--- src/rtl/dac_dp_pkg.sv ---
package dac_dp_pkg;
  localparam int NCH    = 2;
  localparam int ADDR_W = 3;
  localparam int REG_W_DEF  = 16;
  localparam int CODE_W_DEF = 12;
  localparam int ADR_DATA_BASE = 0;
  localparam int ADR_BUF_BASE  = ADR_DATA_BASE + NCH;
  localparam int ADR_STATUS    = ADR_BUF_BASE + NCH;
  localparam int STAT_W        = 2 * NCH;
endpackage

--- src/rtl/dac_dp_trig.sv ---
module dac_dp_trig (
  input  logic clk,
  input  logic rst_n,
  input  logic evt_i,
  input  logic fall_sel_i,
  input  logic en_i,
  output logic pulse_o
);
  logic prev_q;
  logic prev_d;

  always_comb begin
    prev_d  = evt_i;
    pulse_o = en_i & (fall_sel_i ? (prev_q & ~evt_i) : (evt_i & ~prev_q));
  end

  always_ff @(posedge clk or negedge rst_n) begin
    if (!rst_n) prev_q <= 1'b0;
    else        prev_q <= prev_d;
  end

  // a rising change with rising selection must produce a pulse
  a_r7_rise_detect: assert property (@(posedge clk) disable iff (!rst_n)
    (en_i && !fall_sel_i && evt_i && !$past(evt_i)) |-> pulse_o);
  // disabled trigger never pulses
  a_r8_disabled_quiet: assert property (@(posedge clk) disable iff (!rst_n)
    !en_i |-> !pulse_o);
endmodule

--- src/rtl/dac_dp_align.sv ---
module dac_dp_align #(
  parameter int REG_W  = 16,
  parameter int CODE_W = 12
) (
  input  logic              left_i,
  input  logic [REG_W-1:0]  reg_i,
  output logic [CODE_W-1:0] code_o
);
  localparam int LSB_LEFT = REG_W - CODE_W;

  always_comb begin
    if (left_i) code_o = reg_i[REG_W-1:LSB_LEFT];
    else        code_o = reg_i[CODE_W-1:0];
  end
endmodule

--- src/rtl/dac_dp_chan.sv ---
module dac_dp_chan #(
  parameter int REG_W = 16
) (
  input  logic             clk,
  input  logic             rst_n,
  input  logic [REG_W-1:0] wdata_i,
  input  logic             wr_dat_i,
  input  logic             wr_buf_i,
  input  logic             trig_i,
  input  logic             follow_i,
  input  logic [REG_W-1:0] follow_val_i,
  input  logic             clr_drain_i,
  input  logic             clr_starve_i,
  input  logic             evt_en_i,
  output logic [REG_W-1:0] data_o,
  output logic             load_o,
  output logic [REG_W-1:0] load_val_o,
  output logic             conv_o,
  output logic             drain_flag_o,
  output logic             starve_flag_o,
  output logic             drain_evt_o
);
  logic [REG_W-1:0] data_q, data_d, buf_q, buf_d;
  logic             empty_q, empty_d;
  logic             dflag_q, dflag_d, sflag_q, sflag_d;
  logic             conv_q, conv_d, devt_q, devt_d;
  logic             xfer, starve, load;

  always_comb begin
    xfer    = trig_i & ~empty_q;
    starve  = trig_i & empty_q;
    load    = xfer | (~trig_i & (follow_i | wr_dat_i));
    data_d  = data_q;
    buf_d   = buf_q;
    empty_d = empty_q;
    dflag_d = dflag_q & ~clr_drain_i;
    sflag_d = sflag_q & ~clr_starve_i;
    if (xfer) begin
      data_d  = buf_q;
      empty_d = 1'b1;
      dflag_d = 1'b1;
    end else if (starve) begin
      sflag_d = 1'b1;
    end else if (follow_i) begin
      data_d = follow_val_i;
    end else if (wr_dat_i) begin
      data_d = wdata_i;
    end
    if (wr_buf_i) begin
      buf_d   = wdata_i;
      empty_d = 1'b0;
    end
    conv_d = load;
    devt_d = xfer & evt_en_i;
  end

  always_ff @(posedge clk or negedge rst_n) begin
    if (!rst_n) begin
      data_q  <= '0;
      buf_q   <= '0;
      empty_q <= 1'b1;
      dflag_q <= 1'b0;
      sflag_q <= 1'b0;
      conv_q  <= 1'b0;
      devt_q  <= 1'b0;
    end else begin
      if (load)     data_q <= data_d;
      if (wr_buf_i) buf_q  <= buf_d;
      empty_q <= empty_d;
      dflag_q <= dflag_d;
      sflag_q <= sflag_d;
      conv_q  <= conv_d;
      devt_q  <= devt_d;
    end
  end

  assign data_o        = data_q;
  assign load_o        = load;
  assign load_val_o    = data_d;
  assign conv_o        = conv_q;
  assign drain_flag_o  = dflag_q;
  assign starve_flag_o = sflag_q;
  assign drain_evt_o   = devt_q;

  // transfer loads the buffered value and strobes
  a_r3_transfer: assert property (@(posedge clk) disable iff (!rst_n)
    (trig_i && !empty_q) |=> (conv_o && data_o == $past(buf_q)));
  // transfer without refill leaves the buffer drained and flagged
  a_r4_drained: assert property (@(posedge clk) disable iff (!rst_n)
    (trig_i && !empty_q && !wr_buf_i) |=> (empty_q && drain_flag_o));
  // trigger on drained buffer flags starvation without a strobe
  a_r5_starve: assert property (@(posedge clk) disable iff (!rst_n)
    (trig_i && empty_q) |=> (starve_flag_o && !conv_o && $stable(data_o)));
  // a drain event always comes with the drained flag
  a_r6_evt_flag: assert property (@(posedge clk) disable iff (!rst_n)
    drain_evt_o |-> (drain_flag_o && conv_o));
endmodule

--- src/rtl/dac_dp_ctrl.sv ---
module dac_dp_ctrl
  import dac_dp_pkg::*;
#(
  parameter int REG_W  = REG_W_DEF,
  parameter int CODE_W = CODE_W_DEF
) (
  input  logic                    clk,
  input  logic                    rst_n,
  input  logic                    bus_wr_i,
  input  logic [ADDR_W-1:0]       bus_addr_i,
  input  logic [REG_W-1:0]        bus_wdata_i,
  input  logic                    diff_mode_i,
  input  logic [NCH-1:0]          left_adj_i,
  input  logic [NCH-1:0]          trig_en_i,
  input  logic [NCH-1:0]          trig_fall_i,
  input  logic [NCH-1:0]          drain_evt_en_i,
  input  logic [NCH-1:0]          trig_i,
  output logic [NCH*CODE_W-1:0]   code_o,
  output logic [NCH-1:0]          conv_o,
  output logic [STAT_W-1:0]       status_o,
  output logic [NCH-1:0]          drain_evt_o
);
  logic             stat_wr;
  logic [NCH-1:0]   wr_dat, wr_buf, pulse, trig_eff, follow, load, left_eff;
  logic [NCH-1:0]   dflag, sflag;
  logic [REG_W-1:0] load_val [NCH];
  logic [REG_W-1:0] data_q   [NCH];

  assign stat_wr = bus_wr_i && (bus_addr_i == ADDR_W'(ADR_STATUS));

  always_comb begin
    for (int g = 0; g < NCH; g++) begin
      wr_dat[g]   = bus_wr_i && (bus_addr_i == ADDR_W'(ADR_DATA_BASE + g))
                    && !(diff_mode_i && g != 0);
      wr_buf[g]   = bus_wr_i && (bus_addr_i == ADDR_W'(ADR_BUF_BASE + g));
      trig_eff[g] = pulse[g] && !(diff_mode_i && g != 0);
      follow[g]   = (g != 0) && diff_mode_i && load[0];
      left_eff[g] = (diff_mode_i && g != 0) ? left_adj_i[0] : left_adj_i[g];
    end
  end

  for (genvar g = 0; g < NCH; g++) begin : g_ch
    dac_dp_trig u_trig (
      .clk(clk), .rst_n(rst_n), .evt_i(trig_i[g]), .fall_sel_i(trig_fall_i[g]),
      .en_i(trig_en_i[g]), .pulse_o(pulse[g])
    );
    dac_dp_chan #(.REG_W(REG_W)) u_chan (
      .clk(clk), .rst_n(rst_n), .wdata_i(bus_wdata_i),
      .wr_dat_i(wr_dat[g]), .wr_buf_i(wr_buf[g]), .trig_i(trig_eff[g]),
      .follow_i(follow[g]), .follow_val_i(load_val[0]),
      .clr_drain_i(stat_wr && bus_wdata_i[g]),
      .clr_starve_i(stat_wr && bus_wdata_i[NCH+g]),
      .evt_en_i(drain_evt_en_i[g]), .data_o(data_q[g]), .load_o(load[g]),
      .load_val_o(load_val[g]), .conv_o(conv_o[g]), .drain_flag_o(dflag[g]),
      .starve_flag_o(sflag[g]), .drain_evt_o(drain_evt_o[g])
    );
    dac_dp_align #(.REG_W(REG_W), .CODE_W(CODE_W)) u_align (
      .left_i(left_eff[g]), .reg_i(data_q[g]),
      .code_o(code_o[g*CODE_W +: CODE_W])
    );
  end

  assign status_o = {sflag, dflag};

  // mirrored mode strobes both channels with equal codes
  a_r10_lockstep: assert property (@(posedge clk) disable iff (!rst_n)
    (diff_mode_i && $past(diff_mode_i) && conv_o[0])
      |-> (conv_o[1] && code_o[2*CODE_W-1:CODE_W] == code_o[CODE_W-1:0]));
  // a status clear without a concurrent set drops the flag
  a_r9_clear: assert property (@(posedge clk) disable iff (!rst_n)
    (stat_wr && bus_wdata_i[0] && !trig_eff[0]) |=> !status_o[0]);
endmodule

--- config.mk ---
export PLATFORM = sky130hd
export DESIGN_NAME = dac_dp_ctrl
export DESIGN_NICKNAME = d
export VERILOG_FILES = /design/src/rtl/dac_dp_pkg.sv /design/src/rtl/dac_dp_trig.sv /design/src/rtl/dac_dp_align.sv /design/src/rtl/dac_dp_chan.sv /design/src/rtl/dac_dp_ctrl.sv
export SDC_FILE = /design/constraint.sdc
export NUM_CORES = 1
export LEC_CHECK = 0
export ABC_AREA = 0
export ABC_CLOCK_PERIOD_IN_PS = 6200
export BUFFER_PORTS_ARGS = -buffer_cell sky130_fd_sc_hd__buf_2
export CAP_MARGIN = 20
export CORE_UTILIZATION = 44
export DETAILED_ROUTE_END_ITERATION = 8
export GPL_TIMING_DRIVEN = 0
export HOLD_SLACK_MARGIN = 0.1
export PLACE_DENSITY = 0.71
export SYNTH_ARGS = -nofsm -noshare
export SYNTH_HDL_FRONTEND = slang
export SYNTH_SLANG_ARGS = --single-unit
--- constraint.sdc ---
create_clock -name clk -period 6.2 [get_ports clk]
set_input_delay 0.31 -clock clk [delete_from_list [all_inputs] [get_ports clk]]
set_output_delay 0.31 -clock clk [all_outputs]
set_load 0.05 [all_outputs]
After elaboration in Yosys (flattened, before gate mapping). Cells that the tools add are included.

Multiplexer cells: 22. Equality and inequality tests: 5. Bitwise gates (word level): 33. Reduce and logical (&&, ||, !) cells: 18.

Operator list (count): 2-to-1 mux 16 bit (7); 2-to-1 mux 12 bit (2); AND 1 bit (18); 2-to-1 mux 1 bit (13); logical AND 1 bit (12); NOT 1 bit (12); equality test 3 x 2 -> 1 bit, second input constant (2); nonzero test 2 bit (2); equality test 3 x 1 -> 1 bit, second input constant (1); equality test 3 bit, second input constant (1); logical NOT 3 bit (1); bitwise OR 1 bit (3); AND reduction 3 bit (1); nonzero test 3 bit (1); != test 2 x 1 -> 1 bit, second input constant (1); logical NOT 1 bit (1).

Bits of input ports: 33. Bits in registers: 76. Output and inout bits: 32. Logic and storage cells: 94.

Depth between registers and ports, before layout.
Depth in word-level cells: 12. Mapped depth: 9. Gate-level depth less buffers: 5.

Cells and area by module. From an unflattened synthesis, not the netlist that was laid out.

Cell total of the unflattened synthesis: 404. Area total of the unflattened synthesis: 4510.6 sq um.

By module, submodules not included: dac_dp_chan (times used 2, cells an instance 178, seq. area each 927.1 sq um, area an instance 1968.1 sq um); dac_dp_align (times used 2, cells an instance 13, seq. area each 0.0 sq um, area an instance 183.9 sq um); dac_dp_ctrl (times used 1, cells an instance 14, seq. area each 0.0 sq um, area an instance 108.9 sq um); dac_dp_trig (times used 2, cells an instance 4, seq. area each 25.0 sq um, area an instance 48.8 sq um).

Worst setup path before layout. No wires, ideal clock.

Kind: flip-flop to flip-flop. Start point: register g_ch[0].u_trig.prev_q. End point: register g_ch[1].u_chan.data_q[10]. Data arrival time: 1.857 ns. Period minus slack after synthesis: 1.949 ns. Path buffers: 3. Data required time: 6.108 ns. Library setup time: 0.092 ns. Slack: 4.251 ns. Stages on the path, launching flop included: 9. Cells stage by stage: dfrtp_1 > and4b_1 > clkbuf_1 > o211a_1 > buf_2 > o41ai_4 > clkbuf_1 > nand2_1 > o31ai_2.

Cells in the longest elaborated chain, start to end: 12. Elaborated cells between the ends (all ways): 21. Those cells by class: mux (6); bitwise (12); reduce/logical (3).

RTL lines: start: declaration (line dac_dp_trig.sv:9) `logic prev_q;`; start signal: assignment (line dac_dp_trig.sv:19) `else prev_q <= prev_d;`; NOT 1 bit (line dac_dp_trig.sv:14) `pulse_o = en_i & (fall_sel_i ? (prev_q & ~evt_i) : (evt_i & ~prev_q));`; AND 1 bit (line dac_dp_trig.sv:14); 2-to-1 mux 1 bit (*) (line dac_dp_trig.sv:14); AND 1 bit (*) (line dac_dp_trig.sv:14); NOT 1 bit (line dac_dp_chan.sv:32) `load = xfer | (~trig_i & (follow_i | wr_dat_i));`; AND 1 bit (line dac_dp_chan.sv:32); bitwise OR 1 bit (line dac_dp_chan.sv:32); logical AND 1 bit (line dac_dp_ctrl.sv:37) `follow[g] = (g != 0) && diff_mode_i && load[0];`; bitwise OR 1 bit (line dac_dp_chan.sv:32); AND 1 bit (line dac_dp_chan.sv:32); bitwise OR 1 bit (line dac_dp_chan.sv:32); AND reduction 3 bit (no source line); end signal: assignment (line dac_dp_chan.sv:67) `if (load) data_q <= data_d;`; end: declaration (line dac_dp_chan.sv:23) `logic [REG_W-1:0] data_q, data_d, buf_q, buf_d;`.

Mark *: on every way between the ends. The rest lies on a longest branch, timed or not. The select of a mux whose other input is x is not followed. A chain may end at the register's enable or synchronous reset.

Worst setup path in the final report. Same ends and word-level chain as after synthesis.

==> results.yml <==
synth:
  synth.cell_area_sq_um: 3925
  synth_flop_cell: "dfrtp_1"
  synth_compound_area_share_pct: 17.69
  seq_area_frac_synth_pct: 48.52
  yosysTopAreaCellShare_pct: 47.18
  synth.mux.area_fraction_pct: 11.73
  synth_top_area_cell: "dfrtp_1"
  synth-seq-cells: 76
  synth_top_family_by_area: "compound AO/OA/AOI/OAI gates"
  synthCells: 375
  synthSimpleGateAreaFrac_pct: 15.68
  synthXorXnorAreaFrac_pct: 0
  synthTopCellsByArea: "dfrtp_1, mux2_2, nand2_1"
  synth_warnings: 0
  synth_edf_count: 0
  yosys.cell_types.count: 39
  synth_fa_ha_area_share_pct: 0
  syn_avg_cell_area_sq_um: 10.47
  synth-async-reset-ratio_pct: 100.0
  syn-num-nets: 408
clocking:
  cts_tree: "done"
  cts_setup_buffers: 0
  htree_levels: 3
  cts_buffer_depth: 2
  clock_latency_ps: 360
  cts_made_buffers: 9
  cts.sinks: 76
  clockRootBuffer: "clkbuf_8"
  cts.reportedPaths.clkPinSlew_ps: 80
routing:
  ant_nets: 0
  vias_per_cell: 5.412
  drc_errors: 0
  met1_length_um: 4355
  route.met3.wl_um: 491
  first_pass_iters: 4
  wl_per_cell_um: 16.76
  highest_layer: "met4"
  num_vias: 3063
  wl_met2_um: 4490
  wl_um: 9487
  drtIter0Drc: 234
pwr:
  p_total_mw: 1.683
  p_per_area_nw_per_um2: 363.6
  peakVddDrop_uv: 233.2
  combinationalPowerShare_pct: 36.1
  p_sw_uw: 666.2
  sequentialPowerShare_pct: 41.2
  internal-power_mw: 1.017
  power_frac_clock_pct: 22.7
  p_leak_nw: 2.152
  swShare_pct: 39.57
global_route:
  grt_overflow_total: 0
  grt_pass1_vias: 2891
  grt_max_degree: 58
  grt_pass1_wl_um: 14820
  grt_usage_pct: 21.92
  grt_antenna_before_repair: 0
setup_path:
  crit_path_max_fanout: 10
  cp-start-kind: "flip-flop"
  critical_path_required_ps: 6440
  rrSetupSlack_ps: 3700
  crit_path_end_kind: "flip-flop"
  critical_path_arrival_ps: 2740
  crit_type: "flip-flop to flip-flop"
  crit_start: "g_ch[0].u_trig.prev_q$_DFF_PN0_"
  reg2regPathDepth: 7
  rr_startpoint: "g_ch[0].u_trig.prev_q$_DFF_PN0_"
  worstReg2RegEnd: "g_ch[1].u_chan.data_o[10]$_DFFE_PN0P_"
outcome:
  outcome: "complete, no violations"
floorplanning:
  die_x_um: 96.45
  pin_count: 65
  die_area_sq_um: 9303
  core_area_sq_um: 8678
  fp.dieH_um: 96.45
  rows: 34
  initial_core_util_pct: 45.23
placement:
  numPortBuffers: 64
  place_inst: 548
  gp_congestion: 0.9013
  dpl-instance-area_sq_um: 4410
  hpwl_um: 7071
  preCtsSetupSlack_ps: 3669
sta:
  setup_ws_ps: 3702
  fin_hold_ws_ps: 105.1
  period_share_pct: 40.29
  worst_slew_pin_slew_ps: 675.4
  fin_crit_ps: 2498
  setup_violations: 0
  fin_setup_tns_ps: 0
  rsz0062_at_grt: "false"
  fmax_ghz: 0.4003
  relSlewSlack_pct: 54.81
  slew_viol_final: 0
  skew_ps: 9.004
  hold_viol: 0
layout:
  insertedDiodeCount: 0
  stdcell_count: 566
  nNetsFinal: 486
  drive_gt1_share_pct: 33.19
  area_growth_pct: 17.95
  finalInstanceArea_sq_um: 4629
  final_util_pct: 53.34
run:
  maxCapViolations: 0
min_path:
  min_to: "g_ch[0].u_trig.prev_q$_DFF_PN0_"
  min_from: "trig_i[0]"
  min_path_cells: 1
  hold_class: "input port to flip-flop"
[sequential cells by signal (all words and copies together) (netlist names)]
| name | count |
|---|---|
| g_ch.u_trig.prev_q | 2 |
| g_ch.u_chan.conv_o | 2 |
| g_ch.u_chan.drain_flag_o | 2 |
| g_ch.u_chan.empty_q | 2 |
| g_ch.u_chan.data_o | 32 |
| g_ch.u_chan.buf_q | 32 |
| g_ch.u_chan.drain_evt_o | 2 |
| g_ch.u_chan.starve_flag_o | 2 |
[routing by layer]
layer	GRT usage [%]	up-vias
li1	-	1483
met1	31.01	1480
met2	34.45	88
met3	2.817	12
met4	8.333	0
met5	0	-
[final cells by class]
class,instances,area [sq um]
fill,803,4049
sequential,76,1904
multi-input combinational,245,1770
timing repair buffer,67,370.4
buffer,33,171.4
tap,108,135.1
clock buffer,9,123.9
inverter,21,78.83
clock inverter,7,75.07
[worst max-delay path: stages, from the launching register on]
cell and delay [ps]:
dfrtp_1 400, and4b_1 170, clkbuf_1 150, o21ai_1 490, clkbuf_1 520, nand3b_1 170, a31oi_1 370, o31ai_2 110
[what timing repair did]
action	4_1_cts	5_1_grt
gates resized for setup	0	0
hold endpoints to repair	20	0
endpoints found under the setup margin	0	0
hold buffers	2	0
[layout by cell type, fill, tap and decap left out, types with 2 or more instances in the layout]
cell type / synthesis / final
buf_4: 9 / 10
dfrtp_1: 74 / 74
o22a_1: 16 / 16
nand2b_1: 2 / 2
and2_1: 16 / 16
nand2_1: 46 / 46
inv_1: 21 / 21
clkinv_2: 0 / 2
a31oi_1: 17 / 17
mux2_2: 40 / 40
clkbuf_1: 17 / 17
a211o_1: 2 / 2
clkbuf_8: 0 / 9
dfstp_2: 2 / 2
nand3b_1: 17 / 17
buf_2: 5 / 68
o21ai_0: 17 / 17
nand3_1: 2 / 2
clkinv_4: 0 / 2
o31ai_1: 22 / 22
nor2_1: 20 / 20
inv_6: 0 / 2
dlygate4sd3_1: 0 / 2
o31ai_2: 10 / 10
[power by group through the flow]
stage | Combinational, mW | Sequential (mW) | Clock (mW)
after CTS | 0.610 | 0.693 | 0.388
after global placement | 0.596 | 0.696 | 0
after global routing | 0.652 | 0.708 | 0.405
after floorplan | 0.482 | 0.672 | 0
final | 0.607 | 0.694 | 0.383
after detailed placement | 0.605 | 0.703 | 0
[cell families (layout without fill, tap and decap cells)]
group	after synthesis	in the layout
buffers and inverters	54	137
and+or+nand+nor	115	115
muxes	41	41
DFF	76	76
AOI/OAI and AO/OA	89	89
[worst max path at each step]
stage                     cells past startpoint  slack [ps]                                     to
after detailed placement                      8        3670   g_ch[1].u_chan.data_o[9]$_DFFE_PN0P_
after global routing                          7        3510   g_ch[1].u_chan.data_o[9]$_DFFE_PN0P_
after global placement                        8        3680  g_ch[1].u_chan.data_o[10]$_DFFE_PN0P_
after CTS                                     7        3730   g_ch[1].u_chan.data_o[9]$_DFFE_PN0P_
final                                         7        3700  g_ch[1].u_chan.data_o[10]$_DFFE_PN0P_
after floorplan                               8        4250  g_ch[1].u_chan.data_o[10]$_DFFE_PN0P_
[Yosys cell counts (2+ instances only)]
master     n
dfstp_2    2
and2_1    16
clkbuf_1  17
nand3b_1  17
nand2_1   46
a31oi_1   17
o31ai_2   10
buf_2      5
dfrtp_1   74
o21ai_0   17
nor2_1    20
inv_1     21
a211o_1    2
nand3_1    2
o22a_1    16
o31ai_1   22
mux2_2    40
nand2b_1   2
buf_4      9
(Power assumes the default switching activity.)
